File: src/rtl/tlbl_pkg.sv
package tlbl_pkg;
  localparam int PAGE_BITS = 12;
  localparam int VPN_W     = 20;
  localparam int PFN_W     = 20;
  localparam int TAG_G_BIT = 11;
  localparam int TAG_V_BIT = 10;

  typedef struct packed {
    logic [PFN_W-1:0] pfn;
    logic             cch;
    logic             rd;
    logic             wr;
    logic             ex;
  } tlb_data_t;

  function automatic logic [VPN_W-1:0] vpn_of(input logic [31:0] va);
    return va[31:PAGE_BITS];
  endfunction

  function automatic logic [VPN_W-1:0] tag_vpn(input logic [31:0] tag);
    return tag[31:PAGE_BITS];
  endfunction

  function automatic logic [31:0] join_paddr(input logic [PFN_W-1:0] pfn,
                                             input logic [31:0] va);
    return {pfn, va[PAGE_BITS-1:0]};
  endfunction

  function automatic logic page_match(input logic [VPN_W-1:0] stored,
                                      input logic [VPN_W-1:0] probe,
                                      input logic glob, input logic pid_eq,
                                      input logic vld);
    return vld && (stored == probe) && (glob || pid_eq);
  endfunction
endpackage

File: src/rtl/tlbl_way_store.sv
module tlbl_way_store #(
  parameter int NUM_SETS = 8,
  localparam int SET_W = (NUM_SETS > 1) ? $clog2(NUM_SETS) : 1
) (
  input  logic                clk,
  input  logic                rst_n,
  input  logic                we,
  input  logic [SET_W-1:0]    wset,
  input  logic [31:0]         wtag,
  input  tlbl_pkg::tlb_data_t wdata,
  input  logic [SET_W-1:0]    lk_set,
  output logic [31:0]         lk_tag,
  output tlbl_pkg::tlb_data_t lk_data,
  input  logic [SET_W-1:0]    dbg_set,
  output logic [31:0]         dbg_tag,
  output tlbl_pkg::tlb_data_t dbg_data
);
  logic [31:0]         tag_q  [NUM_SETS];
  tlbl_pkg::tlb_data_t data_q [NUM_SETS];

  always_ff @(posedge clk or negedge rst_n) begin
    if (!rst_n) begin
      for (int s = 0; s < NUM_SETS; s++) begin
        tag_q[s]  <= '0;
        data_q[s] <= '0;
      end
    end else if (we) begin
      tag_q[wset]  <= wtag;
      data_q[wset] <= wdata;
    end
  end

  assign lk_tag   = tag_q[lk_set];
  assign lk_data  = data_q[lk_set];
  assign dbg_tag  = tag_q[dbg_set];
  assign dbg_data = data_q[dbg_set];
endmodule

File: src/rtl/tlbl_way_match.sv
module tlbl_way_match #(
  parameter int PID_W = 8
) (
  input  logic [19:0]      ent_vpn,
  input  logic             ent_glob,
  input  logic             ent_valid,
  input  logic [PID_W-1:0] ent_pid,
  input  logic [19:0]      probe_vpn,
  input  logic [PID_W-1:0] probe_pid,
  output logic             way_hit
);
  logic pid_same;
  assign pid_same = (ent_pid == probe_pid);
  assign way_hit  = tlbl_pkg::page_match(ent_vpn, probe_vpn, ent_glob,
                                         pid_same, ent_valid);

  always_comb begin

    if (ent_valid === 1'b0)
      invalid_no_hit_chk: assert (way_hit !== 1'b1);
  end
endmodule

File: src/rtl/tlbl_hit_select.sv
module tlbl_hit_select #(
  parameter int NUM_WAYS = 4,
  localparam int WAY_W = (NUM_WAYS > 1) ? $clog2(NUM_WAYS) : 1
) (
  input  logic [NUM_WAYS-1:0] hits,
  output logic [NUM_WAYS-1:0] grant,
  output logic                any_hit,
  output logic [WAY_W-1:0]    win_idx
);
  assign grant   = hits & (~hits + NUM_WAYS'(1));
  assign any_hit = |hits;

  always_comb begin
    win_idx = '0;
    for (int w = NUM_WAYS - 1; w >= 0; w--)
      if (hits[w]) win_idx = WAY_W'(w);
  end

  always_comb begin

    lowest_way_chk: assert (!any_hit || grant == (NUM_WAYS'(1) << win_idx));

    grant_onehot_chk: assert ($onehot0(grant));
  end
endmodule

File: src/rtl/tlb_lookup_unit.sv
module tlb_lookup_unit #(
  parameter int NUM_WAYS    = 4,
  parameter int NUM_ENTRIES = 32,
  parameter int PID_W       = 8,
  localparam int NUM_SETS = NUM_ENTRIES / NUM_WAYS,
  localparam int SET_W    = (NUM_SETS > 1) ? $clog2(NUM_SETS) : 1,
  localparam int WAY_W    = (NUM_WAYS > 1) ? $clog2(NUM_WAYS) : 1
) (
  input  logic             clk,
  input  logic             rst_n,
  input  logic             lk_req,
  input  logic [31:0]      lk_vaddr,
  input  logic [PID_W-1:0] lk_pid,
  output logic             rsp_valid,
  output logic             rsp_hit,
  output logic [31:0]      rsp_paddr,
  output logic             rsp_cache,
  output logic             rsp_rd,
  output logic             rsp_wr,
  output logic             rsp_ex,
  input  logic             wr_en,
  input  logic [WAY_W-1:0] wr_way,
  input  logic [SET_W-1:0] wr_set,
  input  logic [31:0]      wr_tag,
  input  logic [19:0]      wr_pfn,
  input  logic [3:0]       wr_flags,
  input  logic [WAY_W-1:0] rd_way,
  input  logic [SET_W-1:0] rd_set,
  output logic [31:0]      rd_tag,
  output logic [19:0]      rd_pfn,
  output logic [3:0]       rd_flags
);
  import tlbl_pkg::*;

  logic [VPN_W-1:0] probe_vpn;
  logic [SET_W-1:0] probe_set;
  tlb_data_t        wr_data;

  assign probe_vpn = vpn_of(lk_vaddr);
  assign probe_set = probe_vpn[SET_W-1:0];
  assign wr_data   = '{pfn: wr_pfn, cch: wr_flags[3], rd: wr_flags[2],
                       wr: wr_flags[1], ex: wr_flags[0]};

  logic [31:0]   lk_tag_w  [NUM_WAYS];
  tlb_data_t     lk_data_w [NUM_WAYS];
  logic [31:0]   dbg_tag_w [NUM_WAYS];
  tlb_data_t     dbg_data_w[NUM_WAYS];
  logic [NUM_WAYS-1:0] way_hits;

  for (genvar w = 0; w < NUM_WAYS; w++) begin : g_way
    logic way_we;
    assign way_we = wr_en && (wr_way == WAY_W'(w));

    tlbl_way_store #(.NUM_SETS(NUM_SETS)) u_store (
      .clk     (clk),
      .rst_n   (rst_n),
      .we      (way_we),
      .wset    (wr_set),
      .wtag    (wr_tag),
      .wdata   (wr_data),
      .lk_set  (probe_set),
      .lk_tag  (lk_tag_w[w]),
      .lk_data (lk_data_w[w]),
      .dbg_set (rd_set),
      .dbg_tag (dbg_tag_w[w]),
      .dbg_data(dbg_data_w[w])
    );

    tlbl_way_match #(.PID_W(PID_W)) u_match (
      .ent_vpn  (tag_vpn(lk_tag_w[w])),
      .ent_glob (lk_tag_w[w][TAG_G_BIT]),
      .ent_valid(lk_tag_w[w][TAG_V_BIT]),
      .ent_pid  (lk_tag_w[w][PID_W-1:0]),
      .probe_vpn(probe_vpn),
      .probe_pid(lk_pid),
      .way_hit  (way_hits[w])
    );
  end

  logic [NUM_WAYS-1:0] grant;
  logic                any_hit;
  logic [WAY_W-1:0]    win_idx;

  tlbl_hit_select #(.NUM_WAYS(NUM_WAYS)) u_sel (
    .hits   (way_hits),
    .grant  (grant),
    .any_hit(any_hit),
    .win_idx(win_idx)
  );

  tlb_data_t win_data;
  logic      take_hit;
  assign win_data = lk_data_w[win_idx];
  assign take_hit = lk_req && any_hit;

  always_ff @(posedge clk or negedge rst_n) begin
    if (!rst_n) begin
      rsp_valid <= 1'b0;
      rsp_hit   <= 1'b0;
      rsp_paddr <= '0;
      rsp_cache <= 1'b0;
      rsp_rd    <= 1'b0;
      rsp_wr    <= 1'b0;
      rsp_ex    <= 1'b0;
    end else begin
      rsp_valid <= lk_req;
      rsp_hit   <= take_hit;
      rsp_paddr <= take_hit ? join_paddr(win_data.pfn, lk_vaddr) : '0;
      rsp_cache <= take_hit && win_data.cch;
      rsp_rd    <= take_hit && win_data.rd;
      rsp_wr    <= take_hit && win_data.wr;
      rsp_ex    <= take_hit && win_data.ex;
    end
  end

  assign rd_tag   = dbg_tag_w[rd_way];
  assign rd_pfn   = dbg_data_w[rd_way].pfn;
  assign rd_flags = {dbg_data_w[rd_way].cch, dbg_data_w[rd_way].rd,
                     dbg_data_w[rd_way].wr, dbg_data_w[rd_way].ex};


  req_to_rsp_chk: assert property (@(posedge clk) disable iff (!rst_n)
    lk_req |=> rsp_valid);

  idle_no_rsp_chk: assert property (@(posedge clk) disable iff (!rst_n)
    !lk_req |=> (!rsp_valid && !rsp_hit && rsp_paddr == '0));

  miss_zero_chk: assert property (@(posedge clk) disable iff (!rst_n)
    (rsp_valid && !rsp_hit) |-> (rsp_paddr == '0 && !rsp_rd && !rsp_wr
                                 && !rsp_ex && !rsp_cache));

  offset_pass_chk: assert property (@(posedge clk) disable iff (!rst_n)
    (lk_req && any_hit) |=> (rsp_paddr[11:0] == $past(lk_vaddr[11:0])));
endmodule

File: config.mk
export PLATFORM = sky130hd
export DESIGN_NAME = tlb_lookup_unit
export DESIGN_NICKNAME = d
export VERILOG_FILES = /design/src/rtl/tlbl_pkg.sv /design/src/rtl/tlbl_way_store.sv /design/src/rtl/tlbl_way_match.sv /design/src/rtl/tlbl_hit_select.sv /design/src/rtl/tlb_lookup_unit.sv
export SDC_FILE = /design/constraint.sdc
export NUM_CORES = 2
export LEC_CHECK = 0
export BUFFER_PORTS_ARGS = -buffer_cell sky130_fd_sc_hd__buf_2
export CAP_MARGIN = 0
export CORE_MARGIN = 2
export CORE_UTILIZATION = 68
export CTS_CLUSTER_DIAMETER = 60
export DETAILED_ROUTE_END_ITERATION = 10
export GPL_ROUTABILITY_DRIVEN = 0
export PLACE_DENSITY = 0.93
export SKIP_CTS_REPAIR_TIMING = 1
export SLEW_MARGIN = 30
export SYNTH_ARGS = -nofsm -noshare
export SYNTH_HDL_FRONTEND = slang
export SYNTH_SLANG_ARGS = --single-unit
File: constraint.sdc
create_clock -name clk -period 11 [get_ports clk]
set_input_delay 2.2 -clock clk [delete_from_list [all_inputs] [get_ports clk]]
set_output_delay 2.2 -clock clk [all_outputs]
set_load 0.005 [all_outputs]
# After elaboration in Yosys (flattened, before gate mapping)

Index checks and enable logic that the tools add are counted.

ROM bits: 0
Bits of input ports: 110
Bits in latches: 0
Memory bits (writable): 0
Output and inout bits: 94
Memories: 0
Logic and storage cells: 319
Flip-flop bits (word level): 1,830

Shift-type cells: 0
Equality and inequality tests: 11
Multiplexer cells: 74
Add/sub/neg operators: 0
Order comparisons: 6
Multipliers: 0
Bitwise logic cells: 5
Divide/modulo/power cells: 0
Reductions and logical operators: 24

Operators with widths:

| kind                 | number |
|---|---|
| $bwmux W256          | 4 |
| $bmux W32 S3         | 8 |
| $bwmux W192          | 4 |
| $mux W32             | 20 |
| $bmux W24 S3         | 8 |
| $mux W24             | 21 |
| $bmux W24 S2         | 2 |
| $demux W32 S3        | 1 |
| $eq A20 B20 Y1       | 4 |
| $demux W24 S3        | 1 |
| $bmux W32 S2         | 1 |
| $eq A8 B8 Y1         | 4 |
| $logic_and A1 B1 Y1  | 18 |
| $ge A4 B4 Y1 const B | 3 |
| $not A3 Y4           | 3 |
| $mux W2              | 4 |
| $ge A3 B3 Y1 const B | 2 |
| $not A2 Y3           | 2 |
| $eq A2 B2 Y1 const B | 2 |
| $logic_or A1 B1 Y1   | 4 |
| $lt A4 B1 Y1 const B | 1 |
| $reduce_or A4 Y1     | 1 |
| $eq A2 B1 Y1 const B | 1 |
| $logic_not A2 Y1     | 1 |

# Longest topological paths before layout

Depth after elaboration: 16
Mapped depth: 18
Mapped depth without buffers: 10

# Modules after synthesis

Synthesis repeated with hierarchy kept, for this count alone.

Cell total of the unflattened synthesis: 5,776
Area, all modules: 97,597.4 um2

By module, submodules not included:

| module          | seq. area each (um2) | instances | area each (um2) | cells an instance |
|---|---|---|---|---|
| tlbl_way_store  | 11,210.8             | 4         | 23,262.3        | 1,350 |
| tlb_lookup_unit | 950.9                | 1         | 3,158.0         | 210 |
| tlbl_way_match  | 0.0                  | 4         | 332.8           | 39 |
| tlbl_hit_select | 0.0                  | 1         | 58.8            | 10 |

# Least setup slack after synthesis

OpenSTA, ideal clock, no wires.

Path kind: input port to output port
Start point: in rd_set[0]
End point: out rd_flags[3]
Path buffers: 3
Data required time: 8.800 ns
Arrival: 4.740 ns
Path slack: 4.060 ns
Stages on the path: 6
Path through: clkbuf_1 buf_1 buf_1 mux4_2 mux4_2 mux2_2

Longest elaborated chain between the ends: 7
Elaborated cells between the ends (all ways): 16

RTL lines:

| element                                      | line                   | RTL |
|---|---|---|
| start: declaration                           | tlb_lookup_unit.sv:28  | `input logic [SET_W-1:0] rd_set,` |
| $not A3 Y4 (not written as such) (*)         | tlbl_way_store.sv:36   | `assign dbg_data = data_q[dbg_set];` |
| $bmux W24 S3                                 | tlbl_way_store.sv:36   |  |
| $mux W24 (not written as such) (2 in series) | tlbl_way_store.sv:36   |  |
| $bmux W24 S2 (*)                             | tlb_lookup_unit.sv:118 | `assign rd_flags = {dbg_data_w[rd_way].cch, dbg_data_w[rd_way].rd,` |
| $mux W24 (*) (2 in series)                   | n/a                    |  |
| end: declaration                             | tlb_lookup_unit.sv:31  | `output logic [3:0] rd_flags` |

Mark *: on every way between the ends. The rest lies on a longest branch, timed or not. The select of a mux whose other input is x is not followed.

# Worst setup path in the final report

Start point: in lk_vaddr[12]
End point: reg rsp_rd

Longest elaborated chain between the ends: 16
Elaborated cells between the ends (all ways): 56

RTL lines:

| element                                                          | line                                       | RTL |
|---|---|---|
| start: declaration                                               | tlb_lookup_unit.sv:12                      | `input logic [31:0] lk_vaddr,` |
| $not A3 Y4 (not written as such)                                 | tlbl_way_store.sv:33, tlbl_way_store.sv:34 |  |
| $bmux W32 S3                                                     | tlbl_way_store.sv:33                       | `assign lk_tag = tag_q[lk_set];` |
| $mux W32 (not written as such) (2 in series)                     | tlbl_way_store.sv:33                       |  |
| $eq A20 B20 Y1 / $eq A8 B8 Y1 (equally long branches)            | tlbl_pkg.sv:33, tlbl_way_match.sv:13       |  |
| $logic_and A1 B1 Y1 / $logic_or A1 B1 Y1 (equally long branches) | tlbl_pkg.sv:33                             | `return vld && (stored == probe) && (glob \|\| pid_eq);` |
| $logic_and A1 B1 Y1                                              | tlbl_pkg.sv:33                             |  |
| $mux W2 (4 in series)                                            | tlbl_hit_select.sv:16                      | `if (hits[w]) win_idx = WAY_W'(w);` |
| $not A2 Y3 (not written as such)                                 | tlb_lookup_unit.sv:93                      | `assign win_data = lk_data_w[win_idx];` |
| $bmux W24 S2                                                     | tlb_lookup_unit.sv:93                      |  |
| $mux W24 (not written as such) (2 in series)                     | tlb_lookup_unit.sv:93                      |  |
| $logic_and A1 B1 Y1 (*)                                          | tlb_lookup_unit.sv:110                     | `rsp_rd <= take_hit && win_data.rd;` |
| end signal: assignment                                           | tlb_lookup_unit.sv:110                     |  |
| end: declaration                                                 | tlb_lookup_unit.sv:18                      | `output logic rsp_rd,` |

Marked as above.
A chain may end at the register's enable or synchronous reset.

==> metrics.yaml <==
run_status:
  status: "complete, no violations"
cts:
  root_buffer: "clkbuf_16"
  clk_pin_slew_ns: 0.06
  cts_inserted_buffers: 184
  clock_latency_ns: 0.85
  cts_tree: "built"
  h-tree-depth: 4
  max-clock-path-buffers: 3
  cts.sinks: 1830
layout:
  layout-drive-gt1-share_pct: 56.38
  stdcell_count: 8033
  design_area_sq_um: 104900
  n_fill_cell: 7285
  syn2layout_area_growth_pct: 9.021
  nNetsFinal: 6078
yosys:
  avgSynthCellArea_sq_um: 15.74
  yosysMostFrequentCell: "mux2_2"
  syn-cell-area_sq_um: 96210
  syn_inst: 6111
  synth-seq-cells: 1830
  synth_top_area_share_pct: 47.60
  synth_seq_area_share_pct: 47.60
  synth_top_area_cell: "dfrtp_1"
  syn_nets: 6221
  synth_edf_count: 0
  synthTopCellsByCount: "mux2_2, dfrtp_1, mux4_2, clkbuf_1, mux2i_1"
  async_reset_ff_share_pct: 100.0
  ys_top_cells_by_area: "dfrtp_1, mux2_2, mux4_2"
  synth_flop_cell: "dfrtp_1"
  yosysWarningCount: 0
  synthDistinctLibCells: 66
timing:
  slew_headroom_pct: 23.70
  skew_ns: 0.03518
  worst_pin_slew_ns: 1.145
  finalCriticalPeriod_ns: 7.802
  final.setup.tns_ns: 0
  max_freq_ghz: 0.1282
  drv_slew: 0
  finalCritPeriodShare_pct: 70.93
  rsz0062_at_grt: "no"
  final_hold_viol_count: 0
  setup_violations: 0
setup_path:
  crit_arrival_ns: 8.51
  critical_path.max_fanout: 63
  slowest_stage: "o31a_1"
  cp_data_required_time_ns: 11.71
  critPathTopFamily: "compound AO/OA/AOI/OAI gates"
  max_stage_delay_ns: 0.79
  path_cells: "buf_8 -> buf_4 -> mux4_2 -> xnor2_1 -> o311ai_0 -> nor3_1 -> o2111ai_1 -> a211oi_1 -> o31a_1 -> nand2_2 -> o22ai_1"
  r2r_cells: 9
  rrSetupSlack_ns: 5.57
  r2r-end: "rsp_rd$_DFF_PN0_"
  worstSetupPathType: "input pin to flip-flop"
  path_buf_inv: 2
  cp-start-kind: "input pin"
  cp-end-kind: "flip-flop"
  r2r_start: "g_way[0].u_store.tag_q[158]$_DFFE_PN0P_"
drt:
  drc: 0
  viasPerCell: 7.876
  drt_first_pass_iters: 8
  first_iter_violations: 9202
  ant_nets: 0
  wl_per_cell_microns: 37.06
  drt_wl_total_mm: 297.7
  num_vias: 63270
power_and_ir_drop:
  switchingPower_w: 0.005637
  p_per_area_nw_per_um2: 190.7
  vdd_drop_max_mv: 0.1778
  power_frac_comb_pct: 21.0
  netSwitchingFraction_pct: 28.18
  p_clk_share_pct: 33.4
  internal_power_w: 0.01437
  seq_power_share_pct: 45.6
  p_leak_nw: 45.89
min_path:
  min_to: "g_way[3].u_store.tag_q[233]$_DFFE_PN0P_"
  hold_depth: 1
  hold_class: "flip-flop to flip-flop"
  worstHoldStart: "g_way[3].u_store.tag_q[233]$_DFFE_PN0P_"
grt:
  overflow: 0
  grt_pass1_vias: 66350
  antenna_found_initial: 37
  grt_start_max_net_pins: 175
  grt_pass1_wl_mm: 437.9
  grt_use_total_pct: 41.05
die:
  rows: 138
  die_height_microns: 380.2
  ioPinCount: 204
  start_util_pct: 68.20
  die_w_microns: 380.2
  die_area_sq_um: 144500
  core_region_area_sq_um: 141100
place:
  place_area_sq_um: 98260
  io_buffers: 203
  dp_cells: 7666
  dp_hpwl_mm: 158.6
flow_run:
  drv_cap: 0
-- final cells by class --
type	instances	area, sq um	share of cell area (%)
antenna	26	65.06	0.06203
multi-input combinational	3628	47890	45.65
clock buffer	263	5416	5.164
tap	1890	2365	2.254
timing repair buffer	319	2395	2.283
clock inverter	72	952.2	0.9077
sequential	1830	45790	43.66
inverter	5	18.77	0.01789
-- power by group through the flow --
stage	clock network (W)	registers [W]	logic [W]
finish	0.00668	0.00912	0.00420
global route	0.00694	0.00923	0.00439
CTS	0.00665	0.00904	0.00412
detailed placement	0	0.00908	0.00400
global placement	0	0.00892	0.00384
floorplan	0	0.00871	0.00308
-- cell families (layout without fill, tap and decap cells) --
group / count (synthesis) / count (layout) / synth area share, %
flops: 1830 / 1830 / 47.60
buf+inv: 653 / 659 / 2.925
mux: 2972 / 2972 / 45.00
other cells: 0 / 26 / 0
xor+xnor: 86 / 86 / 0.7829
simple gates: 377 / 377 / 2.303
compound gates: 193 / 193 / 1.392
-- stage by stage --
step | hold slack, ns | setup WS, ns | total power, W | utilization [%]
floorplan | 0.4739 | 4.060 | 0.01178 | -
global placement | 0.4820 | 3.059 | 0.01275 | 69.54
detailed placement | 0.4920 | 2.994 | 0.01308 | 69.65
CTS | 0.5054 | 3.312 | 0.01982 | 74.17
global route | 0.5155 | 3.281 | 0.02056 | 74.35
finish | 0.5030 | 3.198 | 0.02000 | 74.36
-- routing by layer --
layer / wire (microns) / track usage (%) / up-vias
met1: 96670 / 51.83 / 32790
met2: 133800 / 60.22 / 5429
li1: - / - / 23340
met4: 25870 / 29.27 / 14
met5: 86 / 0 / -
met3: 41310 / 13.74 / 1697
-- worst max-delay path by stage --
stage | startpoint | to | slack [ns] | cells past startpoint
after floorplan | rd_set[0] | rd_flags[3] | 4.06 | 6
after global placement | lk_vaddr[12] | rsp_wr$_DFF_PN0_ | 3.06 | 11
after detailed placement | lk_vaddr[14] | rsp_paddr[12]$_DFF_PN0_ | 2.99 | 11
after CTS | rd_set[0] | rd_tag[2] | 3.31 | 6
after global routing | lk_vaddr[12] | rsp_rd$_DFF_PN0_ | 3.28 | 11
final | lk_vaddr[12] | rsp_rd$_DFF_PN0_ | 3.20 | 11
-- flip-flops by register name, indices dropped and copies added, names as in the netlist --
signal	cells
rsp_hit	1
rsp_cache	1
rsp_wr	1
rsp_rd	1
rsp_valid	1
g_way.u_store.tag_q	1024
g_way.u_store.data_q	768
rsp_paddr	32
rsp_ex	1
-- cells in the final DEF (no fill, tap or decap), types with 26 or more instances in the layout --
cell / netlist / layout
a21oi_1: 46 / 46
and3_1: 42 / 42
and3b_1: 35 / 35
buf_2: 52 / 194
buf_4: 24 / 78
clkbuf_1: 479 / 32
clkbuf_16: 0 / 188
clkbuf_8: 0 / 43
clkinv_2: 0 / 28
dfrtp_1: 1830 / 1830
diode_2: 0 / 26
mux2_2: 1879 / 1879
mux2i_1: 198 / 198
mux4_2: 895 / 895
nand2_1: 81 / 65
nand2b_1: 39 / 39
nor3_1: 41 / 40
o22ai_1: 43 / 43
xnor2_1: 51 / 51
xor2_1: 35 / 35
(Power assumes the default switching activity.)
